$ cat config.mk
export PLATFORM = sky130hd
export DESIGN_NAME = pwmdl_top
export DESIGN_NICKNAME = d
export VERILOG_FILES = /design/src/rtl/pwmdl_pkg.sv /design/src/rtl/pwmdl_sync.sv /design/src/rtl/pwmdl_meter.sv /design/src/rtl/pwmdl_classify.sv /design/src/rtl/pwmdl_framer.sv /design/src/rtl/pwmdl_top.sv
export SDC_FILE = /design/constraint.sdc
export NUM_CORES = 1
export LEC_CHECK = 0
export BUFFER_PORTS_ARGS = -buffer_cell sky130_fd_sc_hd__buf_2
export CAP_MARGIN = 30
export CORE_ASPECT_RATIO = 0.8
export CORE_MARGIN = 5
export CORE_UTILIZATION = 60
export DETAILED_ROUTE_END_ITERATION = 6
export PLACE_DENSITY = 0.88
export SLEW_MARGIN = 10
export SYNTH_ARGS = -nofsm -noshare
export SYNTH_HDL_FRONTEND = slang
export SYNTH_SLANG_ARGS = --single-unit
$ cat constraint.sdc
create_clock -name clk -period 14.4 [get_ports clk]
set_input_delay 2.88 -clock clk [delete_from_list [all_inputs] [get_ports clk]]
set_output_delay 2.88 -clock clk [all_outputs]
set_load 0.01 [all_outputs]
$ cat src/rtl/pwmdl_pkg.sv
package pwmdl_pkg;
    typedef enum logic {
        FR_SEARCH  = 1'b0,
        FR_PAYLOAD = 1'b1
    } fr_state_e;

    localparam int unsigned PCT_SCALE = 100;
endpackage

$ cat src/rtl/pwmdl_sync.sv
module pwmdl_sync #(
    parameter int unsigned STAGES = 2
) (
    input  logic clk,
    input  logic rst_n,
    input  logic din,
    output logic dout
);
    logic [STAGES-1:0] pipe_d, pipe_q;

    always_comb begin
        pipe_d = {pipe_q[STAGES-2:0], din};
    end

    always_ff @(posedge clk or negedge rst_n) begin
        if (!rst_n) pipe_q <= '0;
        else        pipe_q <= pipe_d;
    end

    assign dout = pipe_q[STAGES-1];
endmodule

$ cat src/rtl/pwmdl_meter.sv
module pwmdl_meter #(
    parameter int unsigned PER_MAX = 100,
    parameter int unsigned W       = 7
) (
    input  logic         clk,
    input  logic         rst_n,
    input  logic         sig,
    output logic         sym_stb,
    output logic [W-1:0] sym_per,
    output logic [W-1:0] sym_hi,
    output logic         tmo_stb
);
    typedef struct packed {
        logic         prev;
        logic         armed;
        logic [W-1:0] per;
        logic [W-1:0] hi;
        logic         stb;
        logic [W-1:0] per_out;
        logic [W-1:0] hi_out;
        logic         tmo;
    } meter_t;

    meter_t m_d, m_q;
    logic   rise;

    always_comb begin
        m_d      = m_q;
        m_d.stb  = 1'b0;
        m_d.tmo  = 1'b0;
        m_d.prev = sig;
        rise     = sig & ~m_q.prev;
        if (rise) begin
            if (m_q.armed) begin
                m_d.stb     = 1'b1;
                m_d.per_out = m_q.per;
                m_d.hi_out  = m_q.hi;
            end
            m_d.armed = 1'b1;
            m_d.per   = W'(1);
            m_d.hi    = W'(1);
        end else begin
            if (m_q.per <= W'(PER_MAX))          m_d.per = m_q.per + W'(1);
            if (sig && m_q.hi <= W'(PER_MAX))    m_d.hi  = m_q.hi + W'(1);
            if (m_q.armed && m_q.per > W'(PER_MAX)) begin
                m_d.armed = 1'b0;
                m_d.tmo   = 1'b1;
            end
        end
    end

    always_ff @(posedge clk or negedge rst_n) begin
        if (!rst_n) m_q <= '0;
        else        m_q <= m_d;
    end

    assign sym_stb = m_q.stb;
    assign sym_per = m_q.per_out;
    assign sym_hi  = m_q.hi_out;
    assign tmo_stb = m_q.tmo;

    // a symbol is only reported after the synchronized line was seen high
    p_rise_before_sym_r2: assert property (@(posedge clk) disable iff (!rst_n)
        m_q.stb |-> $past(sig));
endmodule

$ cat src/rtl/pwmdl_classify.sv
module pwmdl_classify
    import pwmdl_pkg::*;
#(
    parameter int unsigned PER_MIN = 60,
    parameter int unsigned PER_MAX = 100,
    parameter int unsigned LO_PCT  = 45,
    parameter int unsigned HI_PCT  = 55,
    parameter int unsigned W       = 7
) (
    input  logic [W-1:0] per,
    input  logic [W-1:0] hi,
    output logic         bit_val,
    output logic         bad
);
    logic [31:0] hi_scaled, lo_lim, hi_lim;
    logic        per_ok;

    always_comb begin
        hi_scaled = 32'(hi) * 32'(PCT_SCALE);
        lo_lim    = 32'(per) * 32'(LO_PCT);
        hi_lim    = 32'(per) * 32'(HI_PCT);
        per_ok    = (32'(per) >= 32'(PER_MIN)) && (32'(per) <= 32'(PER_MAX));
        bit_val   = hi_scaled > hi_lim;
        bad       = !per_ok || ((hi_scaled >= lo_lim) && (hi_scaled <= hi_lim));
    end
endmodule

$ cat src/rtl/pwmdl_framer.sv
module pwmdl_framer
    import pwmdl_pkg::*;
#(
    parameter int unsigned          PRE_BITS = 16,
    parameter logic [PRE_BITS-1:0]  PREAMBLE = 16'hB38F,
    parameter int unsigned          MSG_BITS = 16
) (
    input  logic                clk,
    input  logic                rst_n,
    input  logic                sym_stb,
    input  logic                sym_bit,
    input  logic                sym_bad,
    input  logic                tmo_stb,
    output logic [MSG_BITS-1:0] msg_data,
    output logic                msg_valid,
    output logic                msg_err
);
    localparam int unsigned FW = $clog2(PRE_BITS + 1);
    localparam int unsigned CW = $clog2(MSG_BITS + 1);

    typedef struct packed {
        fr_state_e           st;
        logic [FW-1:0]       fill;
        logic [PRE_BITS-1:0] win;
        logic [CW-1:0]       cnt;
        logic [MSG_BITS-1:0] shf;
        logic [MSG_BITS-1:0] data;
        logic                valid;
        logic                err;
    } frame_t;

    frame_t f_d, f_q;

    always_comb begin
        f_d       = f_q;
        f_d.valid = 1'b0;
        f_d.err   = 1'b0;
        if (sym_stb) begin
            if (sym_bad) begin
                f_d.err  = 1'b1;
                f_d.st   = FR_SEARCH;
                f_d.fill = '0;
                f_d.cnt  = '0;
            end else if (f_q.st == FR_SEARCH) begin
                f_d.win = {f_q.win[PRE_BITS-2:0], sym_bit};
                if (f_q.fill < FW'(PRE_BITS)) f_d.fill = f_q.fill + FW'(1);
                if (f_q.fill >= FW'(PRE_BITS - 1) && f_d.win == PREAMBLE) begin
                    f_d.st   = FR_PAYLOAD;
                    f_d.fill = '0;
                    f_d.cnt  = '0;
                end
            end else begin
                f_d.shf = {f_q.shf[MSG_BITS-2:0], sym_bit};
                if (f_q.cnt == CW'(MSG_BITS - 1)) begin
                    f_d.data  = f_d.shf;
                    f_d.valid = 1'b1;
                    f_d.st    = FR_SEARCH;
                    f_d.cnt   = '0;
                end else begin
                    f_d.cnt = f_q.cnt + CW'(1);
                end
            end
        end else if (tmo_stb) begin
            if (f_q.st == FR_PAYLOAD) f_d.err = 1'b1;
            f_d.st   = FR_SEARCH;
            f_d.fill = '0;
            f_d.cnt  = '0;
        end
    end

    always_ff @(posedge clk or negedge rst_n) begin
        if (!rst_n) f_q <= '0;
        else        f_q <= f_d;
    end

    assign msg_data  = f_q.data;
    assign msg_valid = f_q.valid;
    assign msg_err   = f_q.err;

    p_bad_abort_r4: assert property (@(posedge clk) disable iff (!rst_n)
        (sym_stb && sym_bad) |=> (f_q.err && f_q.st == FR_SEARCH));

    p_no_both_r4: assert property (@(posedge clk) disable iff (!rst_n)
        !(f_q.valid && f_q.err));

    p_entry_after_preamble_r6: assert property (@(posedge clk) disable iff (!rst_n)
        $rose(f_q.st == FR_PAYLOAD) |-> ($past(f_q.fill) >= FW'(PRE_BITS - 1)));

    p_valid_single_r7: assert property (@(posedge clk) disable iff (!rst_n)
        f_q.valid |=> !f_q.valid);

    p_data_hold_r8: assert property (@(posedge clk) disable iff (!rst_n)
        !f_q.valid |-> $stable(f_q.data));

    p_timeout_abort_r9: assert property (@(posedge clk) disable iff (!rst_n)
        (tmo_stb && !sym_stb && f_q.st == FR_PAYLOAD) |=> f_q.err);

    p_resume_search_r10: assert property (@(posedge clk) disable iff (!rst_n)
        f_q.valid |-> (f_q.st == FR_SEARCH && f_q.fill == '0));
endmodule

$ cat src/rtl/pwmdl_top.sv
module pwmdl_top #(
    parameter int unsigned         CLKS_PER_BIT = 80,
    parameter int unsigned         PRE_BITS     = 16,
    parameter logic [PRE_BITS-1:0] PREAMBLE     = 16'hB38F,
    parameter int unsigned         MSG_BITS     = 16,
    parameter int unsigned         LO_PCT       = 45,
    parameter int unsigned         HI_PCT       = 55
) (
    input  logic                clk,
    input  logic                rst_n,
    input  logic                env_in,
    output logic [MSG_BITS-1:0] msg_data,
    output logic                msg_valid,
    output logic                msg_err
);
    localparam int unsigned PER_MIN = CLKS_PER_BIT - CLKS_PER_BIT / 4;
    localparam int unsigned PER_MAX = CLKS_PER_BIT + CLKS_PER_BIT / 4;
    localparam int unsigned W       = $clog2(PER_MAX + 2);

    logic         env_s;
    logic         sym_stb, tmo_stb, sym_bit, sym_bad;
    logic [W-1:0] sym_per, sym_hi;

    pwmdl_sync #(.STAGES(2)) u_sync (
        .clk(clk), .rst_n(rst_n), .din(env_in), .dout(env_s)
    );

    pwmdl_meter #(.PER_MAX(PER_MAX), .W(W)) u_meter (
        .clk(clk), .rst_n(rst_n), .sig(env_s),
        .sym_stb(sym_stb), .sym_per(sym_per), .sym_hi(sym_hi), .tmo_stb(tmo_stb)
    );

    pwmdl_classify #(
        .PER_MIN(PER_MIN), .PER_MAX(PER_MAX),
        .LO_PCT(LO_PCT), .HI_PCT(HI_PCT), .W(W)
    ) u_class (
        .per(sym_per), .hi(sym_hi), .bit_val(sym_bit), .bad(sym_bad)
    );

    pwmdl_framer #(
        .PRE_BITS(PRE_BITS), .PREAMBLE(PREAMBLE), .MSG_BITS(MSG_BITS)
    ) u_framer (
        .clk(clk), .rst_n(rst_n),
        .sym_stb(sym_stb), .sym_bit(sym_bit), .sym_bad(sym_bad), .tmo_stb(tmo_stb),
        .msg_data(msg_data), .msg_valid(msg_valid), .msg_err(msg_err)
    );
endmodule

Word level (Yosys, flattened, before mapping)

Cells that the tools add are included.

Output and inout bits: 18
Bits of input ports: 3
ROM bits: 0
Bits in registers: 94
Memories: 0
Bits in latches: 0
Memory bits (writable): 0
Logic and storage cells: 90

Equality and inequality tests: 5
Multiplexer cells: 30
$lt $le $gt $ge: 10
Shift-type cells: 0
Reductions and logical operators: 17
Div/mod/pow operators: 0
$mul: 3
Bitwise gates (word level): 4
$add $sub $neg: 4

Operators with widths:

| cell                                                                     | number |
|---|---|
| 15-bit two-way mux                                                       | 3 |
| 5-bit two-way mux                                                        | 7 |
| 7-bit by 6-bit multiplier with 13-bit output (second input constant)     | 2 |
| 6-bit two-way mux                                                        | 4 |
| 7-bit <= comparator (second input constant)                              | 3 |
| 21-bit two-way mux                                                       | 1 |
| 16-bit == test (second input constant)                                   | 1 |
| 7-bit by 1-bit adder with 7-bit output (second input constant)           | 2 |
| 14-bit by 13-bit >= comparator with 1-bit output                         | 1 |
| 14-bit by 13-bit > comparator with 1-bit output                          | 1 |
| 14-bit by 13-bit <= comparator with 1-bit output                         | 1 |
| 7-bit two-way mux                                                        | 2 |
| 1-bit two-way mux                                                        | 13 |
| 7-bit by 5-bit multiplier with 12-bit output (second input constant)     | 1 |
| 5-bit by 1-bit adder with 5-bit output (second input constant)           | 2 |
| 3-bit AND reduction                                                      | 3 |
| 4-bit by 2-bit inequality test with 1-bit output (second input constant) | 2 |
| 2-bit nonzero test                                                       | 4 |
| 7-bit by 6-bit >= comparator with 1-bit output (second input constant)   | 1 |
| 7-bit > comparator (second input constant)                               | 1 |
| 5-bit by 4-bit == test with 1-bit output (second input constant)         | 1 |
| 5-bit by 4-bit >= comparator with 1-bit output (second input constant)   | 1 |
| 1-bit logical AND                                                        | 5 |
| 5-bit less-than comparator (second input constant)                       | 1 |
| 7 further kinds                                                          | 10 |

Depth between registers and ports, before layout

Gate-level depths: netlist of the first run.

Depth after elaboration: 8
Depth in mapped cells: 23
Depth with buffers taken out: 21

By module

Synthesis of the first run repeated with hierarchy kept, for this count alone.

Cell total of the unflattened synthesis: 643
Area, all modules: 7045.5 µm²

Modules (own cells, without submodules):

| module         | area each (µm²) | instances | cells each | seq. area each (µm²) |
|---|---|---|---|---|
| pwmdl_classify | 2748.9          | 1         | 307        | 0.0 |
| pwmdl_framer   | 2676.3          | 1         | 198        | 1476.4 |
| pwmdl_meter    | 1570.3          | 1         | 136        | 800.8 |
| pwmdl_sync     | 50.0            | 1         | 2          | 50.0 |

Worst setup path after synthesis of the first run

No wires, ideal clock.

Path kind: reg-to-reg
Start point: register u_meter.m_q, in the netlist u_meter.sym_per[5]
End point: register u_framer.f_q, in the netlist u_framer.msg_data[10]
Slack: 9.028 ns
Data arrival time: 5.247 ns
Setup time: 0.125 ns
Clock period less this slack: 5.372 ns
Stages on the path, launching flop included: 23
Data required time: 14.275 ns
Path buffers: 1
Cells stage by stage: dfrtp_1 > inv_1 > fa_1 > inv_1 > fa_1 > inv_1 > fa_1 > inv_1 > ha_1 > inv_1 > o21bai_1 > a21oi_1 > o21ai_0 > a2111o_1 > nand3_1 > ha_1 > nor3_1 > a31o_1 > a21o_1 > a311o_4 > nor2_8 > buf_6 > mux2_4

Cells in the longest elaborated chain, start to end: 6
Elaborated cells on any way between the ends: 12
Classes of those cells: 2 x mul; 4 x order compare; 1 x bitwise; 5 x reduce/logical

RTL lines:

| what                                                                           | line                 | RTL |
|---|---|---|
| start: declaration                                                             | pwmdl_meter.sv:24    | `meter_t m_d, m_q;` |
| start signal: assignment                                                       | pwmdl_meter.sv:54    | `else m_q <= m_d;` |
| 7-bit by 6-bit multiplier with 13-bit output, or another cell as far along     | pwmdl_classify.sv:20 | `lo_lim = 32'(per) * 32'(LO_PCT);` |
| 14-bit by 13-bit >= comparator with 1-bit output, or another cell as far along | pwmdl_classify.sv:24 | `bad = !per_ok \|\| ((hi_scaled >= lo_lim) && (hi_scaled <= hi_lim));` |
| 1-bit logical AND or 1-bit logical NOT (tied branches)                         | pwmdl_classify.sv:24 |  |
| 1-bit logical OR (*)                                                           | pwmdl_classify.sv:24 |  |
| 1-bit NOT (no line) (*)                                                        | n/a                  |  |
| 4-bit AND reduction (no line) (*)                                              | n/a                  |  |
| end signal: assignment                                                         | pwmdl_framer.sv:72   | `if (!rst_n) f_q <= '0;` |
| end signal: assignment                                                         | pwmdl_framer.sv:73   | `else f_q <= f_d;` |
| end: declaration                                                               | pwmdl_framer.sv:32   | `frame_t f_d, f_q;` |

Mark *: on every way between the ends. The rest lies on a longest branch, timed or not.
A chain may end at the register's enable or synchronous reset.

Worst setup path after layout of the first run

Start point: register u_meter.m_q, in the netlist u_meter.sym_per[5]
End point: register u_framer.f_q[34] (netlist name)

Cells in the longest elaborated chain, start to end: 6
Elaborated cells on any way between the ends: 17
Classes of those cells: 2 x mul; 5 x order compare; 2 x eq/ne; 2 x mux; 6 x reduce/logical

RTL lines:

| what                                                                                            | line                                     | RTL |
|---|---|---|
| 7-bit by 6-bit multiplier with 13-bit output, or another cell as far along                      | pwmdl_classify.sv:21                     | `hi_lim = 32'(per) * 32'(HI_PCT);` |
| 14-bit by 13-bit > comparator with 1-bit output, or another cell as far along                   | pwmdl_classify.sv:23                     | `bit_val = hi_scaled > hi_lim;` |
| 16-bit == test, or another cell as far along                                                    | pwmdl_framer.sv:47                       | `if (f_q.fill >= FW'(PRE_BITS - 1) && f_d.win == PREAMBLE) begin` |
| 1-bit logical AND or 1-bit logical OR (tied branches)                                           | pwmdl_framer.sv:47, pwmdl_classify.sv:24 |  |
| 4-bit by 2-bit inequality test with 1-bit output (no line) or 5-bit two-way mux (tied branches) | n/a                                      |  |
| 2-bit AND reduction (no line) or 5-bit two-way mux (tied branches)                              | n/a                                      |  |

Several ways; a longest one is shown, not always the timed one.

==> flow_metrics.tcl, run 1 <==
set metrics [dict create \
    path_depth 21 \
    die_w_um 130.4 \
    seqPwrFrac_pct 25.5 \
    synth_area_leaders "dfrtp_1 (33%), ha_1 (20%), fa_1 (6.6%), mux2_2 (5.3%), inv_1 (4.3%)" \
    initial_utilization_pct 60.89 \
    ios 21 \
    hold_depth 0 \
    grt_pass1_wl_mm 23.96 \
    path_class "flip-flop to flip-flop" \
    dp.cells 770 \
    path_buf_inv 5 \
    fin_crit_ns 6.443 \
    rsz0062_at_grt "false" \
    synth_area_sq_um 6959 \
    hp-class "flip-flop to flip-flop" \
    clock_power_share_pct 19.4 \
    finalSetupViolations 0 \
    p_sw_w 0.0005528 \
    cts_tree "done" \
    cts_buffers 9 \
    use_met3_pct 4.068 \
    fp.dieArea_sq_um 13870 \
    antenna_left 0 \
    ys_warn_count 0 \
    holdBufCountCts 0 \
    reg2reg_depth 21 \
    cp_slowest_cell "o31ai_4" \
    synth_seq_area_share_pct 33.44 \
    synth_top_area_share_pct 33.44 \
    cts_setup_buffers 0 \
    syn-num-nets 762 \
    netlist-cell-type-count 70 \
    vias_per_cell 5.895 \
    slew_violations 0 \
    clk-insertion-delay-late_ns 0.35 \
    drt_iter0_drc 306 \
    wl_mm 13.95 \
    die_h_um 106.3 \
    crit_fanout 19 \
    antenna_found_initial 0 \
    leakage_nw 4.054 \
    nNetsFinal 771 \
    setup_ws_ns 7.957 \
    clk_pin_slew_worst_paths_ns 0.08 \
    pwr-share-comb_pct 55.1 \
    grt_overflow_total 0 \
    busiest_layer "met2" \
    crit_arrival_ns 6.67 \
    wl_per_cell_um 17.73 \
    cts_sinks 93 \
    crit_path_start_kind "flip-flop" \
    grt_pass1_vias 5072 \
    synthArstFlopShare_pct 100.0 \
    met1_usage_pct 27.73 \
    crit_path_max_incr_delay_ns 0.79 \
    antennaDiodeCount 0 \
    ctsHtreeMaxLevel 3 \
    port_buffers 20 \
    met2_usage_pct 36.53 \
    layout_common_cells "ha_1 (111), dfrtp_1 (93), inv_1 (80)" \
    peakVddDrop_uv 118.9 \
    syn_avg_cell_area_sq_um 11.13 \
    grt_use_total_pct 21.69 \
    layout-drive-gt1-share_pct 16.28 \
    p_int_w 0.0006753 \
    synth_top_cell_by_area "dfrtp_1" \
    finalHoldViolCount 0 \
    grt_max_degree 57 \
    fill_cells 791 \
    drv_cap 0 \
    dp_hpwl_mm 10.29 \
    switching_share_pct 45.01 \
    critical_path.cell_chain "inv_1, fa_1, inv_1, fa_1, inv_1, fa_1, inv_1, ha_1, inv_1, o21bai_1, a21oi_1, o21ai_0, xnor2_1, ha_1, and4_1, a311oi_1, a31o_1, a21oi_1, o31ai_4, o21ai_1, mux2_2" \
    pre_cts_slack_ns 8.217 \
    holdWs_ns 0.3549 \
    cts_resized 0 \
    layout_commonest_cell "ha_1" \
    crit_path_frequent_cell "inv_1" \
    syn-instance-count 625 \
    tightest_slew_ns 0.8861 \
    synth-seq-cells 93 \
    synth-edff-count 0 \
    drc 0 \
    synthFlopType "dfrtp_1" \
    finalSetupTns_ns 0 \
    area_delta_synth_final_pct 6.275 \
    clock_skew_ns 0.01630 \
    p_per_area_nw_per_um2 166.0 \
    final_util_pct 64.71 \
    cts-root-buf "clkbuf_16" \
    fmax_ghz 0.1552 \
    via_count 4639 \
    crit_required_ns 14.63 \
    status "finished, final reports clean" \
    gp_congestion 0.9175 \
    core_area_sq_um 11430 \
    final_cells 787 \
    clk_path_buf_depth 2 \
    row_count 35 \
    slew_headroom_pct 40.93 \
    finalCritPeriodShare_pct 44.75 \
    drt-pass1-iter-count 6 \
    endpoint_kind "flip-flop" \
    critical-path-top-delay-family "compound AO/OA/AOI/OAI gates" \
]
-- registers in the layout, indices dropped and copies added (netlist names) --
| name | cells |
|---|---|
| u_meter.sym_per | 7 |
| u_framer.f_q | 41 |
| u_framer.msg_err | 1 |
| u_framer.msg_data | 16 |
| u_sync.pipe_q | 2 |
| u_meter.sym_hi | 7 |
| u_meter.tmo_stb | 1 |
| u_meter.m_q | 16 |
| u_meter.sym_stb | 1 |
| u_framer.msg_valid | 1 |
-- through the flow --
stage | instance area [sq um] | power, W
5_1_grt | 7396 | 0.001337
4_1_cts | 7391 | 0.001228
3_3_place_gp | 7064 | 0.0009189
6_report | 7396 | 0.001228
3_5_place_dp | 7092 | 0.0009729
2_1_floorplan | 6959 | 0.0007976
-- metal layers --
layer  vias up  wire (um)
li1       2188          -
met1      2317       6056
met2       100       6939
met3        34        599
met4         0        358
met5         -          0
-- path summary, 6_finish.rpt --
path	from	to	slack [ns]
worst max-delay path	u_meter.sym_per[5]	u_framer.f_q[34]	7.96
worst min-delay path	u_sync.pipe_q[0]	u_sync.pipe_q[1]	0.35
worst max register to register	u_meter.sym_per[5]	u_framer.f_q[34]	7.96
worst min register to register	u_sync.pipe_q[0]	u_sync.pipe_q[1]	0.35
max in group asynchronous	rst_n	u_meter.sym_hi[3]	11.26
min in group asynchronous	rst_n	u_framer.f_q[52]	2.50
-- power groups by stage --
stage	Combinational (W)	Sequential, W	Clock, W
CTS	0.000677	0.000312	0.000239
global route	0.000770	0.000316	0.000251
finish	0.000677	0.000313	0.000238
global placement	0.000604	0.000315	0
floorplan	0.000493	0.000305	0
detailed placement	0.000656	0.000317	0
-- cells in the mapped netlist, types with 2 or more instances --
cell type	count
and4_1	2
nand2b_1	3
o21ai_0	18
o31ai_1	2
nor4b_1	2
and3_1	5
o21a_1	3
o211ai_1	5
xor2_1	14
inv_1	80
xnor2_1	18
fa_1	23
a211o_1	3
ha_1	111
nand4_1	9
o21bai_1	7
a22o_1	4
buf_6	2
nor2_1	26
nor3_1	5
clkbuf_1	3
nand2_1	24
a31oi_1	5
mux2_2	33
mux2_4	18
a211oi_1	5
dfrtp_1	93
nor2b_1	7
nand3_1	8
a21o_1	9
a21oi_1	22
o21ai_1	3
buf_4	16
-- cell type report --
| cell class | count | area (sq um) | share of cell area, % |
|---|---|---|---|
| well taps | 148 | 185.2 | 2.504 |
| clock buffers | 9 | 225.2 | 3.045 |
| repair buffers | 22 | 135.1 | 1.827 |
| multi-input cells | 427 | 4145 | 56.05 |
| flip-flops and latches | 93 | 2327 | 31.47 |
| inverters | 81 | 304.0 | 4.111 |
| clock inverters | 7 | 73.82 | 0.9981 |
-- kinds of logic after synthesis --
logic type	Yosys count	synth area share, %
buffers and inverters	105	6.994
AND/OR/NAND/NOR	102	8.055
multiplexers	52	9.367
AO/OA/AOI/OAI	105	10.91
XOR/XNOR	34	4.657
adder cells (fa/ha/maj)	134	26.57
flip-flops	93	33.44
Note: power is estimated with default switching activity, not from simulation.
==> inputs of run 2 (changes only) <==
==> constraint.sdc (replaced) <==
create_clock -name clk -period 6.1 [get_ports clk]
set_input_delay 1.22 -clock clk [delete_from_list [all_inputs] [get_ports clk]]
set_output_delay 1.22 -clock clk [all_outputs]
set_load 0.01 [all_outputs]
==> flow_metrics.tcl, run 2 (synthesis results as in run 1) <==
set metrics [dict create \
    status "finished, final reports clean" \
    cts-root-buf "clkbuf_16" \
    cts_sinks 93 \
    crit_fanout 17 \
    slew_violations 0 \
    largest_reg_flops 41 \
    drt_iter0_drc 308 \
    grt_pass1_wl_mm 24.35 \
    drc 0 \
    port_buffers 20 \
    dp.cells 777 \
    setup_ws_ns 0.1900 \
    top_register "u_framer.f_q" \
    cts_tree "done" \
    rsz0062_at_grt "false" \
    hp-class "flip-flop to flip-flop" \
    final_cells 795 \
    path_class "flip-flop to flip-flop" \
    wl_per_cell_um 18.59 \
    ctsHtreeMaxLevel 3 \
    nNetsFinal 779 \
    fill_cells 793 \
    grt_max_degree 70 \
    vias_per_cell 5.976 \
    initial_utilization_pct 60.89 \
    leakage_nw 4.112 \
    via_count 4751 \
    crit_required_ns 6.34 \
    antennaDiodeCount 0 \
    ios 21 \
    final_util_pct 65.70 \
    fp.dieArea_sq_um 13870 \
    antenna_found_initial 0 \
    pre_cts_slack_ns 0.2463 \
    finalSetupViolations 0 \
    grt_overflow_total 0 \
    tightest_slew_ns 0.8754 \
    grt_pass1_vias 5089 \
    clk_pin_slew_worst_paths_ns 0.07 \
    layout_common_cells "ha_1 (111), dfrtp_1 (91), inv_1 (79)" \
    crit_path_start_kind "flip-flop" \
    dp_hpwl_mm 10.85 \
    row_count 35 \
    slew_headroom_pct 41.52 \
    finalSetupTns_ns 0 \
    layout-drive-gt1-share_pct 17.93 \
    area_delta_synth_final_pct 7.911 \
    clk_path_buf_depth 2 \
    finalHoldViolCount 0 \
    cts_buffers 9 \
    grt_use_total_pct 22.12 \
    layout_commonest_cell "ha_1" \
    fmax_ghz 0.1692 \
    die_h_um 106.3 \
    wl_mm 14.78 \
    total_power_w 0.003008 \
    p_per_area_nw_per_um2 400.5 \
    finalCritPeriodShare_pct 96.89 \
    drt-pass1-iter-count 5 \
    gp_congestion 0.9280 \
    crit_arrival_ns 6.15 \
    drv_cap 0 \
    seqCellArea_sq_um 2330 \
    core_area_sq_um 11430 \
    fin_crit_ns 5.910 \
    clock_skew_ns 0.01186 \
    antenna_left 0 \
    peakVddDrop_uv 239.4 \
    endpoint_kind "flip-flop" \
    clk-insertion-delay-late_ns 0.35 \
    multi_input_area_sq_um 4148 \
    die_w_um 130.4 \
]
-- run 2: cell types whose count changed in the layout (fill, tap and decap cells not counted), sizes merged --
cell,change
buf,+9
bufinv,+2
clkbuf,-1
clkinvlp,-1
inv,-1
-- run 2: final timing paths --
path	endpoint	slack, ns	cells past startpoint	start
min in group asynchronous	u_framer.f_q[52]	0.68	1	rst_n
min reg2reg	u_sync.pipe_q[1]	0.36	0	u_sync.pipe_q[0]
min	u_sync.pipe_q[1]	0.36	0	u_sync.pipe_q[0]
max	u_framer.msg_data[2]	0.19	22	u_meter.sym_per[4]
max in group asynchronous	u_meter.sym_per[3]	4.54	3	rst_n
max reg2reg	u_framer.msg_data[2]	0.19	22	u_meter.sym_per[4]
-- run 2: area by class of cell --
cell class / count / share of cell area [%]
Clock buffer: 9 / 2.999
Clock inverter: 7 / 1.416
Inverter: 81 / 4.049
Multi-Input combinational cell: 427 / 55.23
Sequential cell: 93 / 31.02
Tap cell: 148 / 2.466
Timing Repair Buffer: 30 / 2.816
-- run 2: stage by stage --
step                cell area (sq um)  hold slack [ns]
floorplan                        6959           0.3312
global placement                 7117           0.3333
detailed placement               7144           0.3464
CTS                              7476           0.3619
global route                     7510           0.3658
finish                           7510           0.3557
-- run 2: timing repair --
action | in CTS | in global routing
resized for setup | 0 | 6
endpoints found under the setup margin | 0 | 36
hold buffers | 0 | 0
setup buffers | 0 | 1
-- run 2: per-layer routing --
layer  track usage (%)  wire [um]  up-vias
li1                  -          -     2199
met1             28.20       6275     2348
met2             36.86       7323      171
met3             5.726        865       33
met4             6.902        313        0
met5                 0          0        -
-- run 2: worst max-delay path, stage by stage, from the launching register on --
cell and delay (ns):
dfrtp_1 0.46, inv_2 0.14, fa_1 0.56, inv_1 0.05, fa_1 0.48, inv_1 0.07
fa_1 0.53, inv_1 0.04, ha_1 0.29, inv_1 0.09, o21bai_1 0.10, a21oi_1 0.27
o21ai_0 0.26, a2111o_1 0.47, nand3_1 0.11, ha_1 0.20, nor3_1 0.06, a31o_1 0.26
a21o_2 0.27, a311o_4 0.44, nor2_8 0.13, buf_12 0.17, mux2_2 0.36
-- run 2: power by group --
part | internal, W | switching (W)
Sequential | 0.000658 | 0.0000688
Combinational | 0.000662 | 0.00100
Clock | 0.000365 | 0.000251
Total | 0.00168 | 0.00132
==> inputs of run 3 (changes only) <==
--- a/config.mk
+++ b/config.mk
@@ -5,7 +5,7 @@
 export SDC_FILE = /design/constraint.sdc
 export NUM_CORES = 1
 export LEC_CHECK = 0
-export BUFFER_PORTS_ARGS = -buffer_cell sky130_fd_sc_hd__buf_2
+export BUFFER_PORTS_ARGS = -buffer_cell sky130_fd_sc_hd__buf_4
 export CAP_MARGIN = 30
 export CORE_ASPECT_RATIO = 0.8
 export CORE_MARGIN = 5
==> flow_metrics.tcl, run 3 (synthesis results as in run 1) <==
set metrics [dict create \
    status "finished, final reports clean" \
    drt_iter0_drc 344 \
    pwr-share-comb_pct 55.4 \
    holdBufCountCts 0 \
    gp_congestion 0.9285 \
    seqPwrFrac_pct 25.0 \
    drc 0 \
    dp_hpwl_mm 10.74 \
    peakVddDrop_uv 269.9 \
    clk_path_buf_depth 2 \
    p_int_w 0.001602 \
    endpoint_kind "flip-flop" \
    grt_use_total_pct 22.12 \
    grt_max_degree 71 \
    finalHoldViolCount 0 \
    layout-drive-gt1-share_pct 17.57 \
    dp.cells 776 \
    top_register "u_framer.f_q" \
    layout_common_cells "ha_1 (111), dfrtp_1 (93), inv_1 (80)" \
    clk-insertion-delay-late_ns 0.35 \
    drv_cap 0 \
    core_area_sq_um 11430 \
    r2r_slack_ns 0.28 \
    antenna_found_initial 0 \
    antenna_left 0 \
    nNetsFinal 781 \
    die_w_um 130.4 \
    slew_headroom_pct 43.51 \
    fill_cells 787 \
    vias_per_cell 6.003 \
    post-route-cell-area_sq_um 7532 \
    finalCritPeriodShare_pct 95.47 \
    slew_violations 0 \
    clk_pin_slew_worst_paths_ns 0.08 \
    p_sw_w 0.001305 \
    area_delta_synth_final_pct 8.234 \
    initial_utilization_pct 60.89 \
    grt_overflow_total 0 \
    via_count 4784 \
    wl_per_cell_um 18.18 \
    row_count 35 \
    cts_tree "done" \
    leakage_nw 4.103 \
    ios 21 \
    antennaDiodeCount 0 \
    finalSetupViolations 0 \
    switching_share_pct 44.90 \
    drt-pass1-iter-count 5 \
    clock_skew_ns 0.02078 \
    ctsHtreeMaxLevel 3 \
    cts_buffers 9 \
    grt_pass1_wl_mm 24.56 \
    clock_power_share_pct 19.6 \
    grt_pass1_vias 5084 \
    p_per_area_nw_per_um2 385.9 \
    setup_ws_ns 0.2762 \
    tightest_slew_ns 0.8456 \
    hp-class "flip-flop to flip-flop" \
    wl_mm 14.49 \
    path_class "flip-flop to flip-flop" \
    crit_required_ns 6.35 \
    layout_commonest_cell "ha_1" \
    cts-root-buf "clkbuf_16" \
    crit_arrival_ns 6.07 \
    crit_path_start_kind "flip-flop" \
    largest_reg_flops 41 \
    final_cells 797 \
    pre_cts_slack_ns 0.1811 \
    port_buffers 20 \
    cts_sinks 93 \
    final_util_pct 65.90 \
    fmax_ghz 0.1717 \
    die_h_um 106.3 \
    fp.dieArea_sq_um 13870 \
    fin_crit_ns 5.824 \
    crit_fanout 11 \
    place_area_sq_um 7184 \
]
-- run 3: power by group through the flow --
stage                     clock network [W]  registers [W]  logic [W]
after floorplan                           0       0.000720    0.00116
after global placement                    0       0.000728    0.00147
after detailed placement                  0       0.000735    0.00157
after CTS                          0.000574       0.000724    0.00160
after global routing               0.000601       0.000731    0.00183
final                              0.000570       0.000726    0.00161
-- run 3: layout make-up --
type / instances / area, sq um / area share (%)
Timing Repair Buffer: 32 / 270.3 / 3.588
Multi-Input combinational cell: 427 / 4145 / 55.03
Clock buffer: 9 / 225.2 / 2.990
Tap cell: 148 / 185.2 / 2.458
Sequential cell: 93 / 2327 / 30.90
Inverter: 81 / 304.0 / 4.037
Clock inverter: 7 / 75.07 / 0.9967
-- run 3: final timing paths --
path	endpoint	depth (start not counted)	startpoint
max reg2reg	u_framer.f_q[36]	22	u_meter.sym_per[4]
min in group asynchronous	u_framer.f_q[53]	1	rst_n
min reg2reg	u_sync.pipe_q[1]	0	u_sync.pipe_q[0]
max in group asynchronous	u_framer.f_q[38]	2	rst_n
min	u_sync.pipe_q[1]	0	u_sync.pipe_q[0]
max	u_framer.f_q[36]	22	u_meter.sym_per[4]
-- run 3: timing repair --
| item | CTS | global route |
|---|---|---|
| setup endpoints to repair | 0 | 38 |
| gates resized for setup | 0 | 1 |
| buffers inserted | 0 | 4 |
-- run 3: worst max-delay path, stage by stage (launching register included) --
cell,delay (ns)
dfrtp_1,0.43
inv_1,0.20
fa_1,0.59
inv_1,0.05
fa_1,0.47
inv_1,0.06
fa_1,0.55
inv_1,0.05
ha_1,0.31
inv_1,0.09
o21bai_1,0.09
a21oi_1,0.23
o21ai_1,0.16
xnor2_1,0.21
ha_1,0.27
and4_1,0.22
a311oi_1,0.28
a31o_1,0.22
a21o_1,0.28
a311o_4,0.34
buf_4,0.27
o221ai_1,0.14
a21o_1,0.21
-- run 3: stage by stage --
stage | hold WS, ns | power, W | setup TNS (ns)
floorplan | 0.3312 | 0.001883 | 0
global placement | 0.3340 | 0.002198 | 0
detailed placement | 0.3419 | 0.002308 | 0
CTS | 0.3579 | 0.002901 | 0
global route | 0.3715 | 0.003166 | -0.02196
finish | 0.3540 | 0.002907 | 0
-- run 3: routing by layer --
metal | up-vias | share of wire [%] | track usage (%)
met5 | - | 0 | 0
met4 | 0 | 2.1 | 6.314
met3 | 30 | 6.0 | 3.466
met2 | 180 | 49 | 37.92
met1 | 2369 | 42 | 29.00
li1 | 2205 | - | -
